==> src/rtl/wdg_pkg.sv <==
package wdg_pkg;
  typedef enum logic [1:0] {
    TH_A_UP = 2'd0,
    TH_A_LO = 2'd1,
    TH_B_UP = 2'd2,
    TH_B_LO = 2'd3
  } thr_idx_e;

  localparam int NUM_THR = 4;
  localparam int NUM_WDG = 2;
endpackage

==> src/rtl/wdg_thresh_reg.sv <==
module wdg_thresh_reg #(
  parameter int DATA_W = 10,
  parameter int REG_W  = 8,
  parameter logic [DATA_W-1:0] RST_VAL = '0
) (
  input  logic              clk,
  input  logic              rst_n,
  input  logic              wr_hi,
  input  logic              wr_lo,
  input  logic [REG_W-1:0]  wr_data,
  output logic [DATA_W-1:0] thr
);
  localparam int LO_BITS = DATA_W - REG_W;

  logic [REG_W-1:0] hold_q;

  always_ff @(posedge clk or negedge rst_n) begin
    if (!rst_n) begin
      hold_q <= RST_VAL[DATA_W-1 -: REG_W];
      thr    <= RST_VAL;
    end else begin
      if (wr_hi) hold_q <= wr_data;
      if (wr_lo) thr    <= {hold_q, wr_data[REG_W-1 -: LO_BITS]};
    end
  end
endmodule

==> src/rtl/wdg_window_cmp.sv <==
module wdg_window_cmp #(
  parameter int DATA_W = 10
) (
  input  logic              sel,
  input  logic [DATA_W-1:0] value,
  input  logic [DATA_W-1:0] upper,
  input  logic [DATA_W-1:0] lower,
  output logic              hit_up,
  output logic              hit_lo
);
  always_comb begin
    hit_up = sel && (value >= upper);
    hit_lo = sel && (value <  lower);
  end
endmodule

==> src/rtl/wdg_window_monitor.sv <==
module wdg_window_monitor #(
  parameter int DATA_W = 10,
  parameter int CH_W   = 4,
  parameter int REG_W  = 8,
  parameter int CRR_W  = 8
) (
  input  logic              clk,
  input  logic              rst_n,
  input  logic              res_valid,
  output logic              res_ready,
  input  logic [CH_W-1:0]   res_chan,
  input  logic [DATA_W-1:0] res_data,
  input  logic [CH_W-1:0]   chan_sel,
  input  logic              wr_en,
  input  logic [2:0]        wr_addr,
  input  logic [REG_W-1:0]  wr_data,
  input  logic              req_ack,
  input  logic              irq_mask,
  output logic [CRR_W-1:0]  crr,
  output logic              wdg_req,
  output logic              irq
);
  import wdg_pkg::*;

  localparam int FLAG_W = NUM_THR;
  localparam int PAD_W  = CRR_W - FLAG_W;

  logic [DATA_W-1:0] thr [NUM_THR];
  logic [FLAG_W-1:0] hits;
  logic [FLAG_W-1:0] flags_q;
  logic [CH_W-1:0]   chan_b;
  logic              req_q;

  assign res_ready = 1'b1;
  assign chan_b    = chan_sel + 1'b1;

  for (genvar t = 0; t < NUM_THR; t++) begin : g_thr
    localparam logic [DATA_W-1:0] RV = (t % 2 == 0) ? {DATA_W{1'b1}} : '0;
    wdg_thresh_reg #(.DATA_W(DATA_W), .REG_W(REG_W), .RST_VAL(RV)) u_thr (
      .clk     (clk),
      .rst_n   (rst_n),
      .wr_hi   (wr_en && wr_addr[2:1] == t[1:0] && !wr_addr[0]),
      .wr_lo   (wr_en && wr_addr[2:1] == t[1:0] &&  wr_addr[0]),
      .wr_data (wr_data),
      .thr     (thr[t])
    );
  end

  // Flag bit positions: A upper=3, A lower=2, B upper=1, B lower=0
  for (genvar w = 0; w < NUM_WDG; w++) begin : g_wdg
    logic hu, hl;
    wdg_window_cmp #(.DATA_W(DATA_W)) u_cmp (
      .sel    (res_valid && res_chan == ((w == 0) ? chan_sel : chan_b)),
      .value  (res_data),
      .upper  (thr[2*w]),
      .lower  (thr[2*w+1]),
      .hit_up (hu),
      .hit_lo (hl)
    );
    assign hits[FLAG_W-1-2*w] = hu;
    assign hits[FLAG_W-2-2*w] = hl;
  end

  always_ff @(posedge clk or negedge rst_n) begin
    if (!rst_n) begin
      flags_q <= '0;
      req_q   <= 1'b0;
    end else begin
      flags_q <= (req_ack ? '0 : flags_q) | hits;
      req_q   <= (req_ack ? 1'b0 : req_q) | (|hits);
    end
  end

  assign crr     = {flags_q, {PAD_W{1'b0}}};
  assign wdg_req = req_q;
  assign irq     = req_q & irq_mask;
endmodule

==> config.mk <==
export PLATFORM = sky130hd
export DESIGN_NAME = wdg_window_monitor
export DESIGN_NICKNAME = d
export VERILOG_FILES = /design/src/rtl/wdg_pkg.sv /design/src/rtl/wdg_thresh_reg.sv /design/src/rtl/wdg_window_cmp.sv /design/src/rtl/wdg_window_monitor.sv
export SDC_FILE = /design/constraint.sdc
export NUM_CORES = 1
export LEC_CHECK = 0
export CELL_PAD_IN_SITES_DETAIL_PLACEMENT = 1
export CELL_PAD_IN_SITES_GLOBAL_PLACEMENT = 1
export CORE_UTILIZATION = 49
export CTS_CLUSTER_SIZE = 25
export DETAILED_ROUTE_END_ITERATION = 10
export HOLD_SLACK_MARGIN = 0.05
export PLACE_DENSITY = 0.85
export SLEW_MARGIN = 20
export SYNTH_ARGS = -nofsm -noshare
export SYNTH_HDL_FRONTEND = slang
export SYNTH_SLANG_ARGS = --single-unit
==> constraint.sdc <==
create_clock -name clk -period 2.9 [get_ports clk]
set_input_delay 0.29 -clock clk [delete_from_list [all_inputs] [get_ports clk]]
set_output_delay 0.29 -clock clk [all_outputs]
set_load 0.01 [all_outputs]
# Word-level counts from Yosys, hierarchy flattened
# Index checks and enable logic that the tools add are counted.
classes:
  eq_ne: 5
  magnitude_cmp: 4
  bitwise: 3
  n_reduce_logical: 21
  muxes: 2
  addsub: 1
ops:
  columns: ["operator", "count"]
  rows:
  - ["$ge A10 B10 Y1", 2]
  - ["$lt A10 B10 Y1", 2]
  - ["$logic_and A1 B1 Y1", 18]
  - ["$eq A4 B4 Y1", 2]
  - ["$add A4 B1 Y4 const B", 1]
  - ["$eq A2 B2 Y1 const B", 2]
  - ["$mux W4", 1]
  - ["$or A4 B4 Y4", 1]
  - ["$reduce_or A4 Y1", 1]
  - ["$eq A2 B1 Y1 const B", 1]
  - ["$logic_not A2 Y1", 1]
  - ["$and A1 B1 Y1", 1]
  - ["$logic_not A1 Y1", 1]
  - ["$mux W1", 1]
  - ["$or A1 B1 Y1", 1]
totals:
  out_inout_bits: 11
  inputBits: 35
  word_cells: 46
  reg_bits: 77

# Logic depth before layout (Yosys ltp)
logic_depth:
  word_depth: 6
  depth_mapped: 7
  ltp_nobuf: 7

# Modules after synthesis
# Synthesis repeated with hierarchy kept, for this count alone.
hier_totals:
  cells_unflattened: 328
  area_unflattened_um2: 4359.2
modules_own_cells:
  columns: ["mod", "cells_each", "instances", "area_per_inst_um2", "seq_area_each_um2"]
  rows:
  - ["wdg_thresh_reg (g_thr[0].u_thr ...)", 38, 2, 765.7, 473.0]
  - ["wdg_thresh_reg (g_thr[1].u_thr ...)", 38, 2, 743.2, 450.4]
  - ["wdg_window_cmp", 64, 2, 476.7, 0.0]
  - ["wdg_window_monitor", 48, 1, 387.9, 125.1]

# Worst setup path after synthesis
# Ideal clock, no wire load.
synth_timing:
  path_kind: "register to register"
  start: "reg g_thr[0].u_thr.thr[3]"
  end: "reg req_q (netlist: wdg_req)"
  stages_incl_launch_ff: 8
  arrival_time_ns: 1.521
  n_path_buf: 0
  synth_period_minus_slack_ns: 1.662
  slack_ns: 1.238
  setup_ns: 0.141
  t_required_ns: 2.759
  path_cell_list: "dfstp_2 > inv_1 > ha_1 > a21o_1 > a21oi_1 > nor3b_1 > o31ai_1 > nand4_1"
synth_between:
  elab_chain_cells: 4
synth_rtl:
  columns: ["item", "line_no", "text"]
  rows:
  - ["start, declared", "wdg_thresh_reg.sv:11", "output logic [DATA_W-1:0] thr"]
  - ["start signal, assigned", "wdg_thresh_reg.sv:23", "if (wr_lo) thr <= {hold_q, wr_data[REG_W-1 -: LO_BITS]};"]
  - ["$ge A10 B10 Y1", "wdg_window_cmp.sv:12", "hit_up = sel && (value >= upper);"]
  - ["$logic_and A1 B1 Y1", "wdg_window_cmp.sv:12", null]
  - ["$reduce_or A4 Y1", "wdg_window_monitor.sv:70", "req_q <= (req_ack ? 1'b0 : req_q) | (|hits);"]
  - ["$or A1 B1 Y1", "wdg_window_monitor.sv:70", null]
  - ["end signal, assigned", "wdg_window_monitor.sv:70", null]
  - ["end, declared", "wdg_window_monitor.sv:32", "logic req_q;"]
# No other way between the ends.
# A chain may end at the register's enable or synchronous reset.

# Final worst setup path
layout_timing:
  start: "in res_data[0]"
  end: "reg flags_q[3]"
layout_between:
  elab_chain_cells: 3
layout_rtl:
  columns: ["item", "line_no", "text"]
  rows:
  - ["start, declared", "wdg_window_monitor.sv:12", "input logic [DATA_W-1:0] res_data,"]
  - ["$ge A10 B10 Y1", "wdg_window_cmp.sv:12", null]
  - ["$logic_and A1 B1 Y1", "wdg_window_cmp.sv:12", null]
  - ["$or A4 B4 Y4", "wdg_window_monitor.sv:69", "flags_q <= (req_ack ? '0 : flags_q) | hits;"]
  - ["end signal, assigned", "wdg_window_monitor.sv:69", null]
  - ["end, declared", "wdg_window_monitor.sv:30", "logic [FLAG_W-1:0] flags_q;"]
# No other way between the ends.

==> qor.csv <==
stage;metric;value;unit
logic_synthesis;mapped cell area;0.00405;mm²
clocking;CTS Buffer Depth;2;
sta;f_max;0.510;GHz
worst_setup_path;startpoint types;input port;
floorplan;total die area;0.00864;mm²
sta;fin crit share;0.677;
route;drt initial violations;90;
power_and_ir_drop;Pwr Total;0.00328;W
sta;Worst Max-Slew Pin Slew;0.641;ns
route;vias per cell;5.51;
sta;Fin. Hold Viols;0;
global_route;global-route wire length before repair;15500;µm
place;final RePlAce weighted congestion;0.769;
global_route;largest net degree at the start of global routing;78;
floorplan;Die H;93.0;µm
logic_synthesis;synthesized area per cell;12.2;µm²
clocking;clock slew at reported path FFs;0.08;ns
place;Post-DP HPWL;7020;µm
floorplan;FP Rows;32;
worst_setup_path;Worst EP arrival;2.17;ns
floorplan;io pins;46;
worst_setup_path;critical path endpoint category;flip-flop;
logic_synthesis;Ys Warns;0;
global_route;initial antenna violation count;0;
route;total routed wirelength;9490;µm
route;via count;2692;
sta;clock skew;0.0125;ns
clocking;TritonCTS clock tree;yes;
route;DRC;0;
final_layout;fin cells;489;
final_layout;Fillers;836;
logic_synthesis;EDFF count, synth;0;
global_route;gr usage total;0.240;
route;TritonRoute pass-1 iters;4;
logic_synthesis;Synth Register Bits;77;
status;status;complete, no violations;
power_and_ir_drop;Max IR drop VDD;0.000364;V
floorplan;initial cell density of the core;0.517;
sta;Setup Viol. Count Final;0;
place;placed cell count;472;
clocking;worst skew pair latency;0.35;ns
worst_setup_path;r2r setup slk;0.98;ns
final_layout;number of diodes;0;
run;max-cap violations;0;
clocking;CTS root buf;clkbuf_8;
worst_setup_path;worst path cell trace;clkdlybuf4s50_1 -> inv_1 -> ha_1 -> nand2b_1 -> a211oi_1 -> nor3_1 -> o31ai_1 -> o21ai_0;
global_route;total gr overflow;0;
hold_path;worst min-delay path category;reg2reg;
final_layout;P&R area growth vs syn;17.5;%
power_and_ir_drop;Pleak;2.10;nW
sta;fin. max-slew vios;0;
clocking;clk sinks;77;
sta;minimum clock period;1.96;ns
worst_setup_path;Max stage delay cell, worst path;clkdlybuf4s50_1;
place;IO buf count;40;
logic_synthesis;most used flip-flop cell after synthesis;dfrtp_1;
worst_setup_path;CP Class;in2reg;
worst_setup_path;CP required;3.11;ns
clocking;H-tree depth;3;
sta;Rel. slew slack;0.569;
logic_synthesis;Synth Instances;333;
clocking;CTS Buf Count;9;
sta;RSZ-0062 raised after global routing;no;
final_layout;share of cells above drive strength 1;0.326;
worst_setup_path;max incr delay on CP;0.50;ns
logic_synthesis;ys async rst share;1.00;
worst_setup_path;Buf+Inv Stages, Crit Path;2;
floorplan;CORE AREA;0.00785;mm²
worst_setup_path;delay-heaviest family, CP;compound AO/OA/AOI/OAI gates;
global_route;vias in the first global route;2979;
logic_synthesis;sequential share of the synthesized area;0.486;
floorplan;DIE WIDTH;93.0;µm
sta;setup TNS;0;ns
route;WL/cell;19.4;µm
power_and_ir_drop;Pwr Density;688;mW/mm²
worst_setup_path;CP Max Fanout;3;
final_layout;nets;456;
logic_synthesis;Yosys cell types;37;
route;post-route ant nets;0;
==> power by group <==
| group | internal [W] | leakage (nW) | switching [W] | total, W |
|---|---|---|---|---|
| Clock | 0.000338 | 0.0889 | 0.000418 | 0.000756 |
| Combinational | 0.000467 | 1.13 | 0.000464 | 0.000932 |
| Sequential | 0.00145 | 0.883 | 0.000145 | 0.00159 |
| Total | 0.00225 | 2.10 | 0.00103 | 0.00328 |
==> worst min-delay path, stage by stage, from the launching register on <==
cell	delay (ns)
dfstp_2	0.38
nand2_1	0.05
o21ai_0	0.07
==> layer usage <==
metal	routed length, µm	GRT usage	vias to the layer above
met3	227	0.0345	13
met5	0	0	-
li1	-	-	1258
met4	159	0.0731	0
met2	4790	0.404	42
met1	4310	0.320	1379
==> cell usage after synthesis (all sizes together), types with 4 or more instances <==
cell,number,area [µm²]
mux2,63,709
nand2,14,52.6
a21oi,12,60.1
buf,9,57.6
nor2b,4,25.0
ha,39,488
nand4,7,50.1
nand2b,4,32.5
dfrtp,41,1030
dfstp,36,946
a211oi,4,30.0
xor2,5,43.8
nor3,5,47.5
o21ai,16,80.1
inv,42,158
nand3,4,20.0
==> area by class of cell <==
class / instances / area, µm² / area share
inverter: 42 / 158 / 0.0331
tap: 102 / 128 / 0.0268
clock inverter: 6 / 46.3 / 0.00972
clock buffer: 10 / 138 / 0.0289
multi-input combinational: 207 / 1870 / 0.393
timing repair buffer: 45 / 448 / 0.0941
sequential: 77 / 1970 / 0.414
==> timing repair <==
action                                 4_1_cts  5_1_grt
endpoints found under the hold margin       41        0
hold buffers                                 1        0
setup buffers                                0        0
resized for setup                            0        0
==> flip-flops by register name (all words and copies together) (netlist names) <==
name,cells
g_thr.u_thr.thr,40
wdg_req,1
flags_q,4
g_thr.u_thr.hold_q,32
==> kinds of logic (layout without fill, tap and decap cells) <==
family / count (synthesis) / count (layout) / share of synthesized area
AO/OA/AOI/OAI: 45 / 45 / 0.0682
XOR/XNOR: 7 / 7 / 0.0151
adder cells (fa/ha/maj): 39 / 39 / 0.120
buffers and inverters: 52 / 103 / 0.0543
flip-flops: 77 / 77 / 0.486
multiplexers: 63 / 63 / 0.175
other: 2 / 5 / 0.00185
AND/OR/NAND/NOR: 48 / 48 / 0.0787
==> through the flow <==
step / hold slack, ns / cell area, µm² / setup WS (ns) / util
floorplan: -0.00559 / 4070 / 1.24 / -
global placement: 0.350 / 4570 / 0.744 / 0.582
detailed placement: 0.359 / 4570 / 0.584 / 0.582
CTS: 0.494 / 4760 / 0.923 / 0.607
global route: 0.505 / 4760 / 0.830 / 0.607
finish: 0.489 / 4760 / 0.938 / 0.607
==> path summary, 6_finish.rpt <==
path / startpoint / endpoint / depth (start not counted)
setup / recovery: res_data[0] / flags_q[3] / 8
hold / removal: g_thr[0].u_thr.hold_q[4] / g_thr[0].u_thr.thr[6] / 2
hold reg to reg: g_thr[0].u_thr.hold_q[4] / g_thr[0].u_thr.thr[6] / 2
min in group asynchronous: rst_n / g_thr[3].u_thr.hold_q[6] / 3
max in group asynchronous: rst_n / g_thr[0].u_thr.thr[2] / 3
setup reg to reg: g_thr[0].u_thr.thr[0] / flags_q[3] / 6
==> placed cells by master (no fill, tap or decap), drive strengths merged <==
cell type      synthesis  layout
nor3b                  3       3
inv                   42      43
dlygate4sd3            0       1
dfrtp                 41      41
xnor2                  2       2
nand4b                 3       3
nor2                   2       2
o21ai                 16      16
nand2                 14      14
clkinv                 0       3
buf                    9       5
a21o                   2       2
a41oi                  3       3
a21oi                 12      12
nor3                   5       5
clkbuf                 1      10
o211ai                 1       1
a41o                   1       1
xor2                   5       5
dfstp                 36      36
nand4                  7       7
a211o                  1       1
o32ai                  1       1
conb                   2       5
clkdlybuf4s50          0      39
mux2                  63      63
nor4                   1       1
a211oi                 4       4
nand3                  4       4
clkinvlp               0       2
o31ai                  2       2
o21a                   2       2
ha                    39      39
nand2b                 4       4
nor2b                  4       4
and2                   1       1
Note: power is estimated with default switching activity, not from simulation.
